[src/rtl/dsp_pkg.sv]
package dsp_pkg;
  localparam int DEF_PKT_W    = 17;
  localparam int DEF_SYNC_STG = 2;
endpackage

[src/rtl/dsp_sync.sv]
module dsp_sync #(
  parameter int STAGES = 2,
  parameter int WIDTH  = 2
) (
  input  logic             clk,
  input  logic             rst_n,
  input  logic [WIDTH-1:0] async_i,
  output logic [WIDTH-1:0] sync_o
);
  logic [STAGES-1:0][WIDTH-1:0] stg_q;
  logic [STAGES-1:0][WIDTH-1:0] stg_d;

  for (genvar g = 0; g < STAGES; g++) begin : g_stage
    if (g == 0) begin : g_first
      assign stg_d[g] = async_i;
    end else begin : g_rest
      assign stg_d[g] = stg_q[g-1];
    end
  end

  always_ff @(posedge clk or negedge rst_n) begin
    if (!rst_n) stg_q <= '0;
    else        stg_q <= stg_d;
  end

  assign sync_o = stg_q[STAGES-1];
endmodule

[src/rtl/dsp_edge.sv]
module dsp_edge (
  input  logic clk,
  input  logic rst_n,
  input  logic smp_i,
  output logic rise_o
);
  logic prev_q, filt_q;
  logic agree, filt_d;

  always_comb begin
    agree  = (smp_i == prev_q);
    filt_d = agree ? smp_i : filt_q;
    rise_o = agree & smp_i & ~filt_q;
  end

  always_ff @(posedge clk or negedge rst_n) begin
    if (!rst_n) begin
      prev_q <= 1'b0;
      filt_q <= 1'b0;
    end else begin
      prev_q <= smp_i;
      filt_q <= filt_d;
    end
  end


  filt_hold_chk: assert property (@(posedge clk) disable iff (!rst_n)
    (smp_i != prev_q) |=> (filt_q == $past(filt_q)));


  filt_rise_chk: assert property (@(posedge clk) disable iff (!rst_n)
    $rose(filt_q) |-> ($past(smp_i) && $past(prev_q)));
endmodule

[src/rtl/dsp_shifter.sv]
module dsp_shifter #(
  parameter int             PKT_W   = 17,
  parameter logic [PKT_W-1:0] NR_WORD = {1'b1, {(PKT_W-1){1'b0}}}
) (
  input  logic             clk,
  input  logic             rst_n,
  input  logic             rise_i,
  input  logic             sdi_i,
  input  logic             load_i,
  input  logic [PKT_W-1:0] data_i,
  output logic             sdo_o,
  output logic             vld_o,
  output logic [PKT_W-1:0] word_o
);
  localparam int CNT_W = $clog2(PKT_W);
  localparam logic [CNT_W-1:0] LAST = CNT_W'(PKT_W - 1);

  logic [CNT_W-1:0] cnt_q, cnt_d;
  logic [PKT_W-1:0] rx_q, rx_d, tx_q, tx_d, word_q, word_d, hold_q, hold_d;
  logic [PKT_W-1:0] src;
  logic             sdo_q, sdo_d, vld_q, vld_d, pend_q, pend_d;

  always_comb begin
    cnt_d  = cnt_q;
    rx_d   = rx_q;
    tx_d   = tx_q;
    sdo_d  = sdo_q;
    vld_d  = 1'b0;
    word_d = word_q;
    hold_d = hold_q;
    pend_d = pend_q;
    src    = pend_q ? hold_q : NR_WORD;
    if (rise_i) begin
      rx_d = {rx_q[PKT_W-2:0], sdi_i};
      if (cnt_q == '0) begin
        sdo_d  = src[PKT_W-1];
        tx_d   = {src[PKT_W-2:0], 1'b0};
        pend_d = 1'b0;
      end else begin
        sdo_d = tx_q[PKT_W-1];
        tx_d  = {tx_q[PKT_W-2:0], 1'b0};
      end
      if (cnt_q == LAST) begin
        cnt_d  = '0;
        vld_d  = 1'b1;
        word_d = {rx_q[PKT_W-2:0], sdi_i};
      end else begin
        cnt_d = cnt_q + CNT_W'(1);
      end
    end
    if (load_i) begin
      hold_d = data_i;
      pend_d = 1'b1;
    end
  end

  always_ff @(posedge clk or negedge rst_n) begin
    if (!rst_n) begin
      cnt_q  <= '0;
      rx_q   <= '0;
      tx_q   <= '0;
      sdo_q  <= 1'b0;
      vld_q  <= 1'b0;
      word_q <= '0;
      hold_q <= '0;
      pend_q <= 1'b0;
    end else begin
      cnt_q  <= cnt_d;
      rx_q   <= rx_d;
      tx_q   <= tx_d;
      sdo_q  <= sdo_d;
      vld_q  <= vld_d;
      word_q <= word_d;
      hold_q <= hold_d;
      pend_q <= pend_d;
    end
  end

  assign sdo_o  = sdo_q;
  assign vld_o  = vld_q;
  assign word_o = word_q;


  cnt_range_chk: assert property (@(posedge clk) disable iff (!rst_n)
    cnt_q <= LAST);


  valid_pulse_chk: assert property (@(posedge clk) disable iff (!rst_n)
    vld_q |=> !vld_q);


  valid_src_chk: assert property (@(posedge clk) disable iff (!rst_n)
    $rose(vld_q) |-> ($past(rise_i) && ($past(cnt_q) == LAST)));


  sdo_hold_chk: assert property (@(posedge clk) disable iff (!rst_n)
    !rise_i |=> $stable(sdo_q));
endmodule

[src/rtl/dbg_serial_port.sv]
module dbg_serial_port
  import dsp_pkg::*;
#(
  parameter int PKT_W       = DEF_PKT_W,
  parameter int SYNC_STAGES = DEF_SYNC_STG
) (
  input  logic             clk,
  input  logic             rst_n,
  input  logic             sclk_i,
  input  logic             sdi_i,
  output logic             sdo_o,
  output logic             rx_valid_o,
  output logic [PKT_W-1:0] rx_word_o,
  input  logic             tx_load_i,
  input  logic [PKT_W-1:0] tx_data_i
);
  localparam logic [PKT_W-1:0] NR_WORD = {1'b1, {(PKT_W-1){1'b0}}};

  logic [1:0] synced;
  logic       rise;

  dsp_sync #(.STAGES(SYNC_STAGES), .WIDTH(2)) u_sync (
    .clk     (clk),
    .rst_n   (rst_n),
    .async_i ({sclk_i, sdi_i}),
    .sync_o  (synced)
  );

  dsp_edge u_edge (
    .clk    (clk),
    .rst_n  (rst_n),
    .smp_i  (synced[1]),
    .rise_o (rise)
  );

  dsp_shifter #(.PKT_W(PKT_W), .NR_WORD(NR_WORD)) u_shift (
    .clk    (clk),
    .rst_n  (rst_n),
    .rise_i (rise),
    .sdi_i  (synced[0]),
    .load_i (tx_load_i),
    .data_i (tx_data_i),
    .sdo_o  (sdo_o),
    .vld_o  (rx_valid_o),
    .word_o (rx_word_o)
  );
endmodule

[config.mk]
export PLATFORM = sky130hd
export DESIGN_NAME = dbg_serial_port
export DESIGN_NICKNAME = d
export VERILOG_FILES = /design/src/rtl/dsp_pkg.sv /design/src/rtl/dsp_sync.sv /design/src/rtl/dsp_edge.sv /design/src/rtl/dsp_shifter.sv /design/src/rtl/dbg_serial_port.sv
export SDC_FILE = /design/constraint.sdc
export NUM_CORES = 1
export LEC_CHECK = 0
export BUFFER_PORTS_ARGS = -buffer_cell sky130_fd_sc_hd__clkbuf_2
export CAP_MARGIN = 20
export CORE_ASPECT_RATIO = 0.8
export CORE_UTILIZATION = 51
export DETAILED_ROUTE_END_ITERATION = 10
export PLACE_DENSITY = 0.81
export RECOVER_POWER = 25
export SYNTH_ARGS = -nofsm -noshare
export SYNTH_HDL_FRONTEND = slang
export SYNTH_HIERARCHICAL = 1
export SYNTH_SLANG_ARGS = --single-unit
[constraint.sdc]
create_clock -name clk -period 1.8 [get_ports clk]
set_input_delay 0.36 -clock clk [delete_from_list [all_inputs] [get_ports clk]]
set_output_delay 0.36 -clock clk [all_outputs]
set_load 0.02 [all_outputs]
---- Word-level counts from Yosys, hierarchy flattened ----
Cells that the tools add are included.
W data, S select, Z words.
storage, ports and cells
  bits in latches ......................... 0
  memory bits (read-only) ................. 0
  RAM bits ................................ 0
  register bits after elaboration ......... 81
  logic and storage cells ................. 32
  memories ................................ 0
  output and inout port bits .............. 19
operators by class
  shifts and indexed selects .............. 0
  $add $sub $neg .......................... 1
  bitwise logic cells ..................... 3
  reduce and logical (&&, ||, !) cells .... 5
  div/mod/pow operators ................... 0
  $mul .................................... 0
  multiplexer cells ....................... 9
  order comparisons ....................... 0
  equality and inequality tests ........... 2
operators with widths
  cell                   count
  $mux W17               2
  $mux W1                6
  $add A5 B1 Y5 const B  1
  $eq A5 B5 Y1 const B   1
  $logic_not A5 Y1       1
  $mux W5                1
  $reduce_and A2 Y1      2
  $reduce_bool A2 Y1     2
  $and A1 B1 Y1          2
  $eq A1 B1 Y1           1
  $not A1 Y1             1

---- Logic depth before layout (Yosys ltp) ----
Gate-level depths: netlist (run 1).
  depth in word-level cells ............... 5
  depth in mapped cells ................... 7
  depth with buffers taken out ............ 5

---- Cells and area by module ----
Netlist (run 1), hierarchy kept.
by module, submodules not included
  module       cells each  instances  area an instance (um^2)
  dsp_shifter  232         1          2999.1
  dsp_sync     4           1          100.1
  dsp_edge     5           1          83.8

---- Least setup slack after synthesis (run 1) ----
OpenSTA, ideal clock, no wires.
  path type ............................... flip-flop to flip-flop
  start ................................... register u_sync.stg_q, in the netlist u_sync/sync_o[1]
  end ..................................... register u_shift.word_q[0] (netlist: u_shift/word_o[0])
  setup slack ............................. 0.064 ns
  arrival ................................. 1.611 ns
  path buffers ............................ 2
  cell stages (with the launch flop) ...... 8
  path through ............................ dfrtp_1 > ha_1 > nor2b_1 > clkbuf_1 > nand3b_1 > nor3b_1 > buf_4 > mux2_2
between the ends
  word-level cells in the longest chain between the ends .. 4
ends and longest elaborated chain
  element                                 RTL line               RTL
  start, declared                         dsp_sync.sv:10         logic [STAGES-1:0][WIDTH-1:0] stg_q;
  start signal, assigned                  dsp_sync.sv:23         else stg_q <= stg_d;
  $eq A1 B1 Y1                            dsp_edge.sv:11         agree = (smp_i == prev_q);
  $and A1 B1 Y1 (*) (2 in series)         dsp_edge.sv:13         rise_o = agree & smp_i & ~filt_q;
  net rise                                dbg_serial_port.sv:20  logic rise;
  $reduce_and A2 Y1 (no source line) (*)  n/a
  end signal, assigned                    dsp_shifter.sv:73      word_q <= word_d;
  end, declared                           dsp_shifter.sv:19      logic [PKT_W-1:0] rx_q, rx_d, tx_q, tx_d, word_q, word_d, hold_q, hold_d;
Mark *: on every way through the listed nets, which the timed path passes. The rest lies on a longest branch.
A chain may end at the register's enable or synchronous reset.

---- Final worst setup path (run 1) ----
  start ................................... register u_sync.stg_q, in the netlist u_sync/sync_o[1]
  end ..................................... register u_shift.word_q[7] (netlist: u_shift/word_o[7])
The elaborated chain is that of the path after synthesis.

==> results of run 1 <==
## metal layers
layer,up-vias,track usage [%],wire length [µm]
met5,-,0,0
met4,0,6.81,72
met3,4,5.52,190
met2,27,27.1,2600
met1,993,24.9,2690
li1,934,-,-
## power groups by stage
stage          Combinational (mW)  Clock, mW  Sequential, mW
2_1_floorplan               0.739          0            2.37
6_report                    0.991       1.46            2.41
4_1_cts                     0.998       1.50            2.40
3_5_place_dp                0.994          0            2.43
3_3_place_gp                0.957          0            2.41
5_1_grt                      1.12       1.55            2.45
## synth_stat cells, drive strengths merged
cell type / n
nand4: 1
mux2i: 1
nand3b: 1
nor3: 2
nand3: 17
ha: 3
clkbuf: 6
o21ai: 1
xor2: 1
dfrtp: 80
a21o: 1
mux2: 51
or4b: 1
o22ai: 1
nor3b: 2
inv: 3
nor2: 19
a21oi: 1
nand2: 20
buf: 10
nor2b: 1
a31oi: 15
nor4b: 1
xnor2: 2
## through the flow
step | total power [mW] | utilization (%)
global route | 5.12 | 63.1
detailed placement | 3.42 | 58.9
finish | 4.86 | 63.1
CTS | 4.90 | 62.9
floorplan | 3.11 | -
global placement | 3.37 | 58.9
## area by class of cell
class | instances | area (µm²)
timing repair buffer | 50 | 314
tap | 81 | 101
inverter | 3 | 11.3
multi-input combinational | 142 | 1110
fill | 441 | 2200
sequential | 80 | 2000
clock buffer | 10 | 138
clock inverter | 6 | 90.1
## registers in the layout (all words and copies together) (netlist names)
signal,cells
u_shift/hold_q,17
u_shift/word_o,17
u_shift/rx_q,16
u_shift/tx_q,16
u_shift/cnt_q,5
u_sync/stg_d,2
u_sync/sync_o,2
u_edge/filt_q,1
u_edge/prev_q,1
u_shift/pend_q,1
u_shift/sdo_o,1
u_shift/vld_o,1
## cell families (layout without fill, tap and decap cells)
| group | count (synthesis) | in the layout | share of synthesized area (%) |
|---|---|---|---|
| AO/OA/AOI/OAI | 19 | 19 | 3.89 |
| XOR/XNOR | 3 | 3 | 0.826 |
| adder cells (fa/ha/maj) | 3 | 3 | 1.18 |
| buffers and inverters | 19 | 69 | 2.99 |
| flip-flops | 80 | 80 | 62.9 |
| multiplexers | 52 | 52 | 18.5 |
| AND/OR/NAND/NOR | 65 | 65 | 9.75 |
## how the worst max path moves through the flow
stage	from	cells after the start	slack, ns	endpoint
final	u_sync/sync_o[1]$_DFF_PN0_	6	0.03	u_shift/word_o[7]$_DFFE_PN0P_
after global routing	u_sync/sync_o[1]$_DFF_PN0_	6	-0.05	u_shift/word_o[7]$_DFFE_PN0P_
after CTS	u_sync/sync_o[1]$_DFF_PN0_	6	0.002	u_shift/word_o[10]$_DFFE_PN0P_
after detailed placement	u_sync/sync_o[1]$_DFF_PN0_	6	0.03	u_shift/word_o[13]$_DFFE_PN0P_
after global placement	u_sync/sync_o[1]$_DFF_PN0_	6	0.10	u_shift/word_o[5]$_DFFE_PN0P_
after floorplan	u_sync/sync_o[1]$_DFF_PN0_	7	0.06	u_shift/word_o[0]$_DFFE_PN0P_
## repair_timing
item                                    CTS  global route
endpoints found under the hold margin    25             0
endpoints found under the setup margin    0            17
buffers inserted                          0             0
resized for setup                         0             4
hold buffers                              1             0
==> flow_summary_export.csv, run 1 <==
group,metric,value,unit
timing,fin_crit_sh,98.2,%
worst_setup_path,r2r_end,"u_shift/word_o[7]$_DFFE_PN0P_",
placement,dpl_cell_area,0.00352,mm²
global_routing,grtUsageTotal,18.0,%
finish,drive_gt1_share,40.9,%
hold_path,hold_class,"input pin to register",
placement,post-place-cells,355,
finish,mostFrequentLayoutCells,"dfrtp_1, mux2_2, clkbuf_2",
worst_setup_path,cp.required,2.03,ns
synthesis,synth_top_area_cell,"dfrtp_1",
drt,finalWirelength,5550,µm
worst_setup_path,r2r_start,"u_sync/sync_o[1]$_DFF_PN0_",
status,outcome,"finished clean",
synthesis,avgSynthCellArea,13.2,µm²
pwr,p_per_area,1290,mW/mm²
synthesis,synth_cells,241,
worst_setup_path,end_kind,"register",
drt,vias,1958,
global_routing,grt.overflow.total,0,
finish,final_area,0.00377,mm²
worst_setup_path,path_delay_family,"simple AND/OR/NAND/NOR gates",
cts,cts_tree,"done",
timing,setup_viol,0,
timing,tightest_slew,0.992,ns
drt,drt_first_pass_iters,4,
pwr,power_frac_comb,20.4,%
timing,finalWorstSetupSlack,0.0327,ns
worst_setup_path,worst-endpoint-arrival,1.99,ns
global_routing,grt_pass1_wl,9050,µm
placement,hpwlAfterDp,3640,µm
worst_setup_path,max_stage_delay,0.37,ns
timing,fmax,0.566,GHz
timing,relSlewSlack,33.9,%
die,fp.dieW,90.3,µm
synthesis,synth.cell_area,0.00318,mm²
finish,fin_nets,311,
synthesis,ys_seq_area_share,62.9,%
worst_setup_path,criticalPathCategory,"register to register",
die,core_area,0.00597,mm²
worst_setup_path,path_buf_inv,1,
finish,syn_to_final_growth,18.4,%
synthesis,synth_top_area_share,62.9,%
drt,routedWlPerCell,14.9,µm
placement,post-place-ws,0.0278,ns
hold_path,worstHoldStart,"sdi_i",
cts,clock_path_buffers,2,
hold_path,whs_path_depth,1,
drt,drc,0,
synthesis,ys_warn_count,6,
global_routing,grt_max_degree,59,
cts,htree_levels,3,
synthesis,ys_types,28,
worst_setup_path,r2r_cells,6,
die,row_count,25,
job,maxCapViolations,0,
drt,detail-route-antenna-nets,0,
cts,clock-sinks,80,
pwr,switching_share,28.9,%
hold_path,holdPathEnd,"u_sync/stg_d[2]$_DFF_PN0_",
pwr,power_switching,1.40,mW
pwr,power.internal,3.46,mW
timing,hold_ws,0.119,ns
worst_setup_path,start_kind,"register",
pwr,p_leak,1.79,nW
finish,final_common_cell,"dfrtp_1",
timing,hold_violations,0,
placement,routabilityCongestion,0.752,
cts,cts_root_buf,"clkbuf_8",
die,start_util,53.3,%
worst_setup_path,regToRegSetupSlack,0.03,ns
finish,final_cells,372,
cts,numCtsBuffers,9,
die,die_area,0.00656,mm²
die,die_h,72.7,µm
synthesis,ys_top_cells_by_area,"dfrtp_1, mux2_2, a31oi_1",
worst_setup_path,crit_path_top_delay_cell,"dfrtp_1",
drt,drt_iter0_drc,94,
timing,finalCriticalPeriod,1.77,ns
timing,setup_tns,0,ns
drt,via_per_inst,5.26,
timing,finClkSkew,0.00693,ns
synthesis,synth_seq_cells,80,
pwr,pwr-share-seq,49.5,%
cts,insertion_delay,0.34,ns
cts,path_clk_slew,0.08,ns
synthesis,syn_nets,266,
worst_setup_path,crit_chain,"ha_1 > nor2b_4 > nand3b_1 > nor3b_2 > buf_12 > mux2_2",
timing,slew_viol_final,0,
die,num_io_pins,41,
placement,port_buffers,40,
pwr,p_clk_share,30.1,%
worst_setup_path,crit_fanout,20,
finish,diodes,0,
pwr,ir_worst_vdd,648,µV
global_routing,antenna_found_initial,0,
global_routing,grt_pass1_vias,1858,
timing,grt_setup_unrepaired,"yes",
No activity file was read; power rests on OpenSTA's default activity.
==> inputs of run 2 (changes only) <==
CORE_UTILIZATION = 43   (was 51)
PLACE_DENSITY = 0.71   (was 0.81)
==> run 2 against run 1 <==
  * The run now ends with design-rule violations left
  * Critical path type unchanged
  * Sequential share of layout area is 0.48 points higher
  * Via count is 1.5% lower
  * Total power is 0.25% lower
  * Global-route usage is 2.8 points lower
  * Largest power group unchanged
==> flow_summary_export.csv, run 2 (synthesis results as in run 1) <==
group,metric,value,unit
status,outcome,"finished with violations",
status,violations,"design-rule violations",
finish,seq_area,0.00200,mm²
drt,vias,1928,
drt,finalWirelength,5360,µm
placement,post-place-cells,359,
global_routing,antenna_found_initial,0,
worst_setup_path,criticalPathCategory,"register to register",
finish,final_cells,375,
placement,post-place-ws,0.0391,ns
finish,fillers,615,
cts,cts_tree,"done",
global_routing,grtUsageTotal,15.2,%
cts,htree_levels,3,
finish,syn_to_final_growth,17.4,%
cts,holdBufCountCts,0,
die,start_util,45.3,%
global_routing,grt.overflow.total,0,
timing,setup_tns,0,ns
timing,fmax,0.572,GHz
placement,routabilityCongestion,0.727,
timing,finClkSkew,0.00912,ns
timing,grt_setup_unrepaired,"yes",
die,core_area,0.00703,mm²
drt,via_per_inst,5.14,
timing,fin_crit_sh,97.1,%
finish,multi_input_area,0.00110,mm²
worst_setup_path,worst-endpoint-arrival,1.98,ns
cts,cts_setup_buffers,0,
cts,cts_resized,0,
die,num_io_pins,41,
drt,drc,1,
placement,hpwlAfterDp,3460,µm
timing,tightest_slew,1.05,ns
global_routing,grt_max_degree,81,
worst_setup_path,cp.required,2.03,ns
finish,fin_nets,308,
timing,hold_violations,0,
cts,clock-sinks,80,
finish,drive_gt1_share,40.6,%
cts,path_clk_slew,0.08,ns
die,die_area,0.00775,mm²
die,fp.dieW,98.2,µm
drt,detail-route-antenna-nets,0,
drt,drt_first_pass_iters,7,
finish,postLayoutCoreUtil,53.2,%
job,maxCapViolations,0,
hold_path,hold_class,"input pin to register",
cts,numCtsBuffers,9,
die,row_count,27,
global_routing,grt_pass1_wl,9070,µm
cts,cts_root_buf,"clkbuf_8",
timing,relSlewSlack,30.1,%
finish,diodes,0,
timing,slew_viol_final,0,
finish,mostFrequentLayoutCells,"dfrtp_1, mux2_2, clkbuf_2",
die,die_h,79.0,µm
cts,clock_path_buffers,2,
pwr,ir_worst_vdd,704,µV
finish,final_common_cell,"dfrtp_1",
pwr,p_per_area,1300,mW/mm²
timing,finalWorstSetupSlack,0.0514,ns
pwr,p_leak,1.77,nW
timing,setup_viol,0,
cts,insertion_delay,0.34,ns
drt,drt_iter0_drc,117,
worst_setup_path,crit_fanout,20,
placement,port_buffers,40,
worst_setup_path,start_kind,"register",
worst_setup_path,end_kind,"register",
global_routing,grt_pass1_vias,1938,
drt,routedWlPerCell,14.3,µm
timing,finalCriticalPeriod,1.75,ns
## run 2: changes by cell type in the layout (fill, tap and decap cells not counted), sizes merged
cell         change
buf              -3
clkbuf           +3
inv              -2
dlygate4sd3      -1
## run 2: final cells by class
class,instances,area share [%]
clock buffers,12,4.15
repair buffers,47,7.50
well taps,87,2.91
inverters,3,0.301
flip-flops and latches,80,53.6
clock inverters,4,2.04
multi-input cells,142,29.5
## run 2: path summary, 6_finish.rpt
kind,depth (start not counted),endpoint,from,slack [ns]
min reg2reg,0,u_sync/sync_o[0]$_DFF_PN0_,u_sync/stg_d[2]$_DFF_PN0_,0.35
max in group asynchronous,2,u_shift/hold_q[4]$_DFFE_PN0P_,rst_n,0.80
max,6,u_shift/word_o[2]$_DFFE_PN0P_,u_sync/sync_o[1]$_DFF_PN0_,0.05
min in group asynchronous,2,u_sync/stg_d[2]$_DFF_PN0_,rst_n,0.32
max reg2reg,6,u_shift/word_o[2]$_DFFE_PN0P_,u_sync/sync_o[1]$_DFF_PN0_,0.05
min,1,u_sync/stg_d[2]$_DFF_PN0_,sdi_i,0.12
## run 2: power by group
| group | total [mW] | internal [mW] | switching, mW | leakage [nW] |
|---|---|---|---|---|
| Sequential | 2.39 | 2.15 | 0.241 | 0.987 |
| Combinational | 0.981 | 0.472 | 0.508 | 0.672 |
| Clock | 1.47 | 0.860 | 0.614 | 0.113 |
## run 2: stage by stage
| stage | hold WS (ns) | cell area [µm²] | power [mW] |
|---|---|---|---|
| after floorplan | 0.0644 | 3180 | 3.11 |
| after global placement | 0.331 | 3510 | 3.36 |
| after detailed placement | 0.336 | 3510 | 3.42 |
| after CTS | 0.0326 | 3740 | 4.91 |
| after global routing | 0.0975 | 3740 | 5.14 |
| final | 0.119 | 3740 | 4.85 |
## run 2: worst max-delay path, cell delays in order (launching register included)
cell,delay (ns)
dfrtp_1,0.37
ha_1,0.15
nor2b_4,0.17
nand3b_1,0.13
nor3b_2,0.25
buf_12,0.20
mux2_2,0.35
## run 2: routing by layer
layer	global-route usage (%)	part of all wire, %	routed length, µm
met1	20.0	47	2540
met2	23.6	48	2550
met3	5.72	3.7	200
met4	4.93	1.2	64
met5	0	0	0
